### src/rtl/ntt8_pkg.sv
package ntt8_pkg;

    localparam int NTT_N      = 8;
    localparam int NTT_DATA_W = 9;
    localparam int NTT_MOD    = 337;
    localparam int NTT_ROOT   = 85;
    localparam int NTT_INV_N  = 295;

    typedef enum logic [1:0] {
        ST_IDLE,
        ST_ACCUM,
        ST_SCALE,
        ST_COMMIT
    } ntt_state_e;

    // base^e mod m by repeated multiplication (elaboration-time constant use)
    function automatic int pow_mod(input int base, input int e, input int m);
        int r;
        r = 1;
        for (int i = 0; i < e; i++) begin
            r = (r * base) % m;
        end
        return r;
    endfunction

endpackage

### src/rtl/ntt8_modred.sv
// Reduces an unsigned value modulo a constant with a ladder of
// conditional subtractions of the modulus shifted left.
module ntt8_modred #(
    parameter int IN_W    = 19,
    parameter int DATA_W  = 9,
    parameter int MODULUS = 337
) (
    input  logic [IN_W-1:0]   val_i,
    output logic [DATA_W-1:0] res_o
);

    localparam int STAGES = IN_W - DATA_W + 2;
    localparam int CW     = IN_W + 1;

    logic [CW-1:0] chain [STAGES];

    assign chain[0] = CW'(val_i);

    // After the stage with shift s, the value is below MODULUS << s.
    for (genvar i = 0; i < STAGES - 1; i++) begin : g_stage
        localparam logic [CW-1:0] SUB = CW'(MODULUS) << (STAGES - 1 - i);
        assign chain[i+1] = (chain[i] >= SUB) ? (chain[i] - SUB) : chain[i];
    end

    assign res_o = DATA_W'((chain[STAGES-1] >= CW'(MODULUS))
                           ? (chain[STAGES-1] - CW'(MODULUS))
                           : chain[STAGES-1]);

endmodule

### src/rtl/ntt8_mac.sv
// One modular multiply-accumulate step: (acc + a*b) mod MODULUS.
module ntt8_mac #(
    parameter int DATA_W  = 9,
    parameter int MODULUS = 337
) (
    input  logic [DATA_W-1:0] acc_i,
    input  logic [DATA_W-1:0] a_i,
    input  logic [DATA_W-1:0] b_i,
    output logic [DATA_W-1:0] res_o
);

    localparam int ACC_W = 2 * DATA_W + 1;

    logic [ACC_W-1:0] sum;

    assign sum = ACC_W'(acc_i) + (ACC_W'(a_i) * ACC_W'(b_i));

    ntt8_modred #(
        .IN_W   (ACC_W),
        .DATA_W (DATA_W),
        .MODULUS(MODULUS)
    ) u_red (
        .val_i(sum),
        .res_o(res_o)
    );

endmodule

### src/rtl/ntt8_twiddle.sv
// Constant table of ROOT^e mod MODULUS for e = 0 .. N_PTS-1.
module ntt8_twiddle #(
    parameter int N_PTS   = 8,
    parameter int DATA_W  = 9,
    parameter int MODULUS = 337,
    parameter int ROOT    = 85,
    localparam int LOG_N  = $clog2(N_PTS)
) (
    input  logic [LOG_N-1:0]  exp_i,
    output logic [DATA_W-1:0] pow_o
);

    logic [DATA_W-1:0] tbl [N_PTS];

    for (genvar g = 0; g < N_PTS; g++) begin : g_pow
        localparam int PV = ntt8_pkg::pow_mod(ROOT, g, MODULUS);
        assign tbl[g] = DATA_W'(PV);
    end

    assign pow_o = tbl[exp_i];

endmodule

### src/rtl/ntt8_engine.sv
module ntt8_engine
    import ntt8_pkg::*;
#(
    parameter int N_PTS   = NTT_N,
    parameter int DATA_W  = NTT_DATA_W,
    parameter int MODULUS = NTT_MOD,
    parameter int ROOT    = NTT_ROOT,
    parameter int INV_N   = NTT_INV_N
) (
    input  logic                      clk,
    input  logic                      rst_n,
    input  logic                      start_i,
    input  logic                      inverse_i,
    input  logic [N_PTS*DATA_W-1:0]   data_i,
    output logic [N_PTS*DATA_W-1:0]   result_o,
    output logic                      done_o
);

    localparam int LOG_N = $clog2(N_PTS);
    localparam logic [LOG_N-1:0] IDX_LAST = LOG_N'(N_PTS - 1);

    ntt_state_e        state, state_nx;

    logic [DATA_W-1:0] x_buf    [N_PTS];
    logic [DATA_W-1:0] work     [N_PTS];
    logic [DATA_W-1:0] result_q [N_PTS];
    logic [DATA_W-1:0] acc;
    logic [LOG_N-1:0]  j_idx, k_idx;
    logic              inv_q;
    logic              done_q;

    logic [LOG_N-1:0]  exp_fwd, exp_sel;
    logic [DATA_W-1:0] twiddle;
    logic [DATA_W-1:0] mac_acc, mac_a, mac_b, mac_res;
    logic              last_j, last_k;

    assign last_j = (j_idx == IDX_LAST);
    assign last_k = (k_idx == IDX_LAST);

    // exponent j*k mod N (N is a power of two); negated for the inverse
    assign exp_fwd = j_idx * k_idx;
    assign exp_sel = inv_q ? (LOG_N'(0) - exp_fwd) : exp_fwd;

    ntt8_twiddle #(
        .N_PTS  (N_PTS),
        .DATA_W (DATA_W),
        .MODULUS(MODULUS),
        .ROOT   (ROOT)
    ) u_twiddle (
        .exp_i(exp_sel),
        .pow_o(twiddle)
    );

    // operand selection for the shared multiply-accumulate unit
    always_comb begin
        if (state == ST_SCALE) begin
            mac_acc = '0;
            mac_a   = work[k_idx];
            mac_b   = DATA_W'(INV_N);
        end else begin
            mac_acc = (j_idx == '0) ? '0 : acc;
            mac_a   = x_buf[j_idx];
            mac_b   = twiddle;
        end
    end

    ntt8_mac #(
        .DATA_W (DATA_W),
        .MODULUS(MODULUS)
    ) u_mac (
        .acc_i(mac_acc),
        .a_i  (mac_a),
        .b_i  (mac_b),
        .res_o(mac_res)
    );

    // state register
    always_ff @(posedge clk or negedge rst_n) begin
        if (!rst_n) begin
            state <= ST_IDLE;
        end else begin
            state <= state_nx;
        end
    end

    // next-state logic
    always_comb begin
        state_nx = state;
        unique case (state)
            ST_IDLE: begin
                if (start_i) begin
                    state_nx = ST_ACCUM;
                end
            end
            ST_ACCUM: begin
                if (last_j && last_k) begin
                    state_nx = inv_q ? ST_SCALE : ST_COMMIT;
                end
            end
            ST_SCALE: begin
                if (last_k) begin
                    state_nx = ST_COMMIT;
                end
            end
            ST_COMMIT: begin
                state_nx = ST_IDLE;
            end
        endcase
    end

    // working datapath: operand capture, indices, accumulator, work buffer
    always_ff @(posedge clk or negedge rst_n) begin
        if (!rst_n) begin
            for (int i = 0; i < N_PTS; i++) begin
                x_buf[i] <= '0;
                work[i]  <= '0;
            end
            acc   <= '0;
            j_idx <= '0;
            k_idx <= '0;
            inv_q <= 1'b0;
        end else begin
            unique case (state)
                ST_IDLE: begin
                    if (start_i) begin
                        for (int i = 0; i < N_PTS; i++) begin
                            x_buf[i] <= data_i[i*DATA_W +: DATA_W];
                        end
                        inv_q <= inverse_i;
                        acc   <= '0;
                        j_idx <= '0;
                        k_idx <= '0;
                    end
                end
                ST_ACCUM: begin
                    if (last_j) begin
                        work[k_idx] <= mac_res;
                        j_idx       <= '0;
                        k_idx       <= k_idx + 1'b1;
                    end else begin
                        acc   <= mac_res;
                        j_idx <= j_idx + 1'b1;
                    end
                end
                ST_SCALE: begin
                    work[k_idx] <= mac_res;
                    k_idx       <= k_idx + 1'b1;
                end
                ST_COMMIT: begin
                end
            endcase
        end
    end

    // outputs: published results and done pulse
    always_ff @(posedge clk or negedge rst_n) begin
        if (!rst_n) begin
            done_q <= 1'b0;
            for (int i = 0; i < N_PTS; i++) begin
                result_q[i] <= '0;
            end
        end else begin
            done_q <= (state == ST_COMMIT);
            if (state == ST_COMMIT) begin
                for (int i = 0; i < N_PTS; i++) begin
                    result_q[i] <= work[i];
                end
            end
        end
    end

    assign done_o = done_q;

    for (genvar g = 0; g < N_PTS; g++) begin : g_out
        assign result_o[g*DATA_W +: DATA_W] = result_q[g];
    end

endmodule

### config.mk
export PLATFORM = sky130hd
export DESIGN_NAME = ntt8_engine
export DESIGN_NICKNAME = d
export VERILOG_FILES = /design/src/rtl/ntt8_pkg.sv /design/src/rtl/ntt8_modred.sv /design/src/rtl/ntt8_mac.sv /design/src/rtl/ntt8_twiddle.sv /design/src/rtl/ntt8_engine.sv
export SDC_FILE = /design/constraint.sdc
export NUM_CORES = 1
export LEC_CHECK = 0
export ABC_AREA = 1
export BUFFER_PORTS_ARGS = -buffer_cell sky130_fd_sc_hd__buf_4
export CAP_MARGIN = 20
export CORE_MARGIN = 3
export CORE_UTILIZATION = 40
export CTS_CLUSTER_DIAMETER = 120
export DETAILED_ROUTE_END_ITERATION = 10
export PLACE_DENSITY = 0.59
export SLEW_MARGIN = 15
export SYNTH_ARGS = -nofsm -noshare
export SYNTH_HDL_FRONTEND = slang
export SYNTH_SLANG_ARGS = --single-unit
### constraint.sdc
create_clock -name clk -period 48.1 [get_ports clk]
set_input_delay 2.405 -clock clk [delete_from_list [all_inputs] [get_ports clk]]
set_output_delay 2.405 -clock clk [all_outputs]
set_load 0.05 [all_outputs]
Word-level counts from Yosys, hierarchy flattened --
Memory sizes are Yosys's and may differ from the RTL's. Cells that the tools add are included.
Word-level totals: register bits 235, memory bits (read-only) 72, bits of input ports 76, output and inout port bits 73, word-level logic and storage cells 134, memories kept 1
Operators by class: add/sub/neg operators 16, multipliers 2, $lt $le $gt $ge 16, equal/unequal tests 10, multiplexer cells 43, bitwise operators 3, reductions and logical operators 13
Memories:
- (name not given) | words 8, width 9, rd ports 1, clocked after Yosys merged registers in 0, write ports 0, line ntt8_twiddle.sv:20 | assign pow_o = tbl[exp_i];
Operators by type and width (count):
- $mux W20 | 11
- $pmux W72 S2 | 1
- $mux W9 | 14
- $bwmux W72 | 1
- $mux W72 | 1
- $bmux W9 S3 | 2
- $demux W9 S3 | 1
- $ge A19 B20 Y1 const B | 1
- $ge A20 B10 Y1 const B | 1
- $ge A20 B11 Y1 const B | 1
- $ge A20 B12 Y1 const B | 1
- $ge A20 B13 Y1 const B | 1
- $ge A20 B14 Y1 const B | 1
- $ge A20 B15 Y1 const B | 1
- $ge A20 B16 Y1 const B | 1
- $ge A20 B17 Y1 const B | 1
- $ge A20 B18 Y1 const B | 1
- $ge A20 B19 Y1 const B | 1
- $ge A20 B9 Y1 const B | 1
- $sub A19 B20 Y20 const B | 1
- $sub A20 B10 Y20 const B | 1
- $sub A20 B11 Y20 const B | 1
- $sub A20 B12 Y20 const B | 1
- $sub A20 B13 Y20 const B | 1
- 33 further kinds | 55

Logic depth before layout (Yosys ltp) --
depth in word-level cells 37, gate-level depth with buffers 150, gate-level depth less buffers 141

Hierarchy --
From an unflattened synthesis, not the netlist that was laid out.
Unflattened totals: cell total of the unflattened synthesis 3108, area, all modules 20912.6 um^2
By module, submodules not included:
- ntt8_engine | instances 1, cells each 1243, area an instance 10850.4 um^2, seq. area each 5880.6 um^2
- ntt8_modred | instances 1, cells each 1352, area an instance 6533.8 um^2, seq. area each 0.0 um^2
- ntt8_mac | instances 1, cells each 482, area an instance 3350.7 um^2, seq. area each 0.0 um^2
- ntt8_twiddle | instances 1, cells each 31, area an instance 177.7 um^2, seq. area each 0.0 um^2

Worst setup path before layout --
No wires, ideal clock.
kind flip-flop to flip-flop, start point register j_idx[0], end point register work[62] in the netlist's numbering, library setup time 117 ps, data arrival time 17350 ps, path slack 30633 ps, cell stages (with the launch flop) 142, path through dfrtp_1 -> clkbuf_1 -> clkbuf_1 -> nand2_1 -> inv_1 -> ha_1 -> inv_1 -> ha_1 -> nor2_1 -> xnor2_1 -> inv_1 -> or2_2 -> nand2_1 -> inv_1 -> nand2_1 -> nand2_1 -> nor2_1 -> nor2_1 -> (+106 left out) -> nand3_1 -> nor2_1 -> nor2_4 -> nand2_4 -> buf_6 -> nand2_1 -> nand2_1 -> ha_1 -> inv_1 -> nand4_1 -> nand2_1 -> nand2_2 -> nand2_4 -> nand2_8 -> nand2_2 -> nand2_4 -> nand2_1 -> nand2_1
On the way: longest elaborated chain between the ends 37, elaborated cells on any way between the ends 60, classes of those cells 14 x add/sub; 2 x mul; 12 x order compare; 2 x eq/ne; 25 x mux; 2 x bitwise; 2 x reduce/logical; 1 x memory
RTL lines:
- start: declaration | line ntt8_engine.sv:28 | logic [LOG_N-1:0] j_idx, k_idx;
- start signal: assignment | line ntt8_engine.sv:142 | j_idx <= j_idx + 1'b1;
- $mul A3 B3 Y3 | line ntt8_engine.sv:41 | assign exp_fwd = j_idx * k_idx;
- $sub A1 B3 Y3 | line ntt8_engine.sv:42 | assign exp_sel = inv_q ? (LOG_N'(0) - exp_fwd) : exp_fwd;
- $mux W3 | line ntt8_engine.sv:42
- $not A3 Y4 (not written as such) | line ntt8_twiddle.sv:20
- $mem_v2 Z8 W9
- $mux W9 (not written as such) (2 in a row) | line ntt8_twiddle.sv:20
- $mux W9 | line ntt8_engine.sv:56 | if (state == ST_SCALE) begin
- $mul A9 B9 Y18 | line ntt8_mac.sv:16 | assign sum = ACC_W'(acc_i) + (ACC_W'(a_i) * ACC_W'(b_i));
- (+20 left out)
- $mux W20 | line ntt8_modred.sv:22 | assign chain[i+1] = (chain[i] >= SUB) ? (chain[i] - SUB) : chain[i];
- $sub A20 B10 Y20 / $ge A20 B10 Y1 (equally long branches) | line ntt8_modred.sv:22
- $mux W20 | line ntt8_modred.sv:22
- $ge A20 B9 Y1 / $sub A9 B9 Y9 (equally long branches) | line ntt8_modred.sv:25, ntt8_modred.sv:26
- $mux W9 | line ntt8_modred.sv:26 | ? (chain[STAGES-1] - CW'(MODULUS))
- $bwmux W72 | line ntt8_engine.sv:137, ntt8_engine.sv:146
- $mux W72 | line ntt8_engine.sv:136 | if (last_j) begin
- $pmux W72 S2 | line ntt8_engine.sv:123 | unique case (state)
- end signal: indexed assignment | line ntt8_engine.sv:137 | work[k_idx] <= mac_res;
- end signal: indexed assignment | line ntt8_engine.sv:146 | work[k_idx] <= mac_res;
- end: declaration | line ntt8_engine.sv:25 | logic [DATA_W-1:0] work [N_PTS];
Parallel ways exist; a longest one is shown, timed or not. The select of a mux whose other input is x is not followed. A chain may end at the register's enable or synchronous reset.

Worst setup path in the final report --
start point register j_idx[0], end point register work[44] in the netlist's numbering
Same word-level chain as after synthesis.

==> qor.csv <==
metric;value;unit
status;finished clean;
slowest cell on the critical path;dfrtp_1;
Post-synth EDFFs;0;
top-level port count;149;
Hold Fails Final Rpt;0;
Reg clk slew, reported paths;0.06;ns
Area Overhead vs Synth;13.0;%
Die Width;234;um
Worst Hold Class;flip-flop to flip-flop;
DR WL met2;28.2;mm
count of final setup violators;0;
Sink Count;235;
via/cell ratio;5.21;
vias in the first global route;18600;
core footprint;0.0508;sq mm
CTS max path bufs;3;
Worst Setup End Kind;flip-flop;
syn_nets;3105;
fin nets;3245;
# diodes;0;
FP Rows;82;
Antenna Nets Post-Route;0;
WL met3;3.43;mm
Tightest Pin Transition;1.05;ns
Synth Cell Area;0.0208;sq mm
GRT overflow;0;
capture point of the critical path;work[44];
sequential share of the synthesized area;28.3;%
Largest stage delay, worst path;0.60;ns
share of cells above drive strength 1;18.6;%
DR iter-0 viols;1280;
Period minus WS final;20.04;ns
Post-Route Skew;0.0200;ns
Final Cycle Share;41.7;%
CP dominant cell by count;nand2_1;
Sum Neg Setup Slack;0;ns
critical path startpoint category;flip-flop;
global-route wire length before repair;97.5;mm
flops & latches, synth;235;
Post-Syn Instances;2880;
DP HPWL;47.3;mm
Vias;19300;
commonest non-fill, non-tap cell in the layout;nand2_1;
post-CTS setup repair buffer count;0;
fmax;49.9;MHz
post-cts gate resize count;0;
drt first pass iters;5;
Reg2Reg Depth;117;
Syn. warnings;0;
worst skew pair latency;0.54;ns
highest routed layer;met4;
RSZ-0062 raised after global routing;no;
largest net degree at the start of global routing;105;
Die Area;0.0548;sq mm
maxcap violations;0;
total CTS buffers;27;
Final Max Slew Viols;0;
Worst setup startpoint;j_idx[0];
fill count;5131;
met1 wire length;27.6;mm
Vert. Die Dim;234;um
Remaining DRCs;0;
Hold Slack;0.489;ns
H-tree level count;1;
Syn Area/Cell;7.23;sq um
CP Class;flip-flop to flip-flop;
Worst slew margin;29.5;%
top_reg_cell synth;dfrtp_1;
Post-CTS Hold Buffers;0;
FFs w/ async S/R, synth;100;%
Detailed Route WL;60.0;mm
GR Util All Layers;21.7;%
Yosys cell types;56;
initial antenna violation count;0;
CTS tree;yes;
worst-path maximum fanout;27;
PortBufs;148;
final core occ;46.3;%
placer congestion estimate;0.949;
root buffer cell;clkbuf_16;
initial core utilization;41.0;%
reg-to-reg slack, setup;28.06;ns
CP arrival;20.45;ns
WP data required;48.52;ns
reg-to-reg critical path startpoint;j_idx[0];
average wire per standard cell;16.2;um
RR Endpoint;work[44];
most frequent cells in the layout;nand2_1 (960), inv_1 (306), nor2_1 (248), dfrtp_1 (235), nand3_1 (227);
## kinds of logic (layout without fill, tap and decap cells)
| logic type | count (synthesis) | in the layout | share of synthesized area, % |
|---|---|---|---|
| xor gates and xnor gates | 51 | 51 | 2.22 |
| AOI/OAI and AO/OA | 180 | 180 | 5.42 |
| adders and majority gates | 149 | 149 | 11.0 |
| and+or+nand+nor | 1712 | 1712 | 37.6 |
| DFF | 235 | 235 | 28.3 |
| buffers and inverters | 411 | 569 | 7.90 |
| muxes | 142 | 142 | 7.68 |
## final cells by class
cell class / instances / area, sq um / share of cell area (%)
Multi-Input combinational cell: 2234 / 13300 / 56.6
Sequential cell: 235 / 5880 / 25.0
Tap cell: 672 / 841 / 3.58
Clock buffer: 40 / 815 / 3.46
Inverter: 365 / 1370 / 5.83
Timing Repair Buffer: 157 / 1190 / 5.04
Clock inverter: 7 / 116 / 0.495
## worst max-delay path: cells and delay by family (launching register included)
family / cells / cell delay, ns
buf+inv: 11 / 1.94
simple gates: 84 / 10.54
xor+xnor: 1 / 0.21
compound gates: 6 / 2.00
flops: 1 / 0.60
fa+ha+maj: 15 / 4.56
## worst min path at each step
stage / to / slack [ns] / start / cells past startpoint
5_1_grt: work[56] / 0.51 / work[56] / 2
2_1_floorplan: acc[2] / 0.45 / acc[2] / 2
3_5_place_dp: work[56] / 0.47 / work[56] / 2
3_3_place_gp: work[56] / 0.47 / work[56] / 2
6_report: acc[6] / 0.49 / acc[6] / 2
4_1_cts: work[56] / 0.49 / work[56] / 2
## metrics by stage
step                std cells  instance area [sq um]  setup slack [ns]
finish                   3710                  23500             28.06
global route             3710                  23500             25.89
CTS                      3710                  23500             28.19
detailed placement       3663                  22600             28.23
global placement         3663                  22600             28.64
floorplan                2880                  20800             30.63
## per-layer routing
metal  GRT usage (%)  vias to the layer above
met5               0                        -
met4            3.18                        0
met3            3.13                       53
met2            36.1                      539
met1            30.6                     9211
li1                -                     9541
## cell usage after synthesis (all sizes together) (27+ instances only)
master	n	area share, %
nor2	281	5.9
a21oi	62	1.7
dfrtp	235	28
mux2	142	7.7
fa	56	5.4
nor3	27	0.65
o21ai	58	1.6
nand3	259	7.2
clkbuf	30	0.54
nand2	1056	21
ha	93	5.6
xor2	44	1.9
nand4	60	1.8
inv	344	6.2
## sequential cells by signal, indices dropped and copies added (netlist names)
register  flops
state         2
done_o        1
result_o     72
j_idx         3
k_idx         3
work         72
acc           9
inv_q         1
x_buf        72
Power is left out: the tool's default activity adds up to more than one toggle a clock period on the data nets, which glitch-free logic cannot reach.
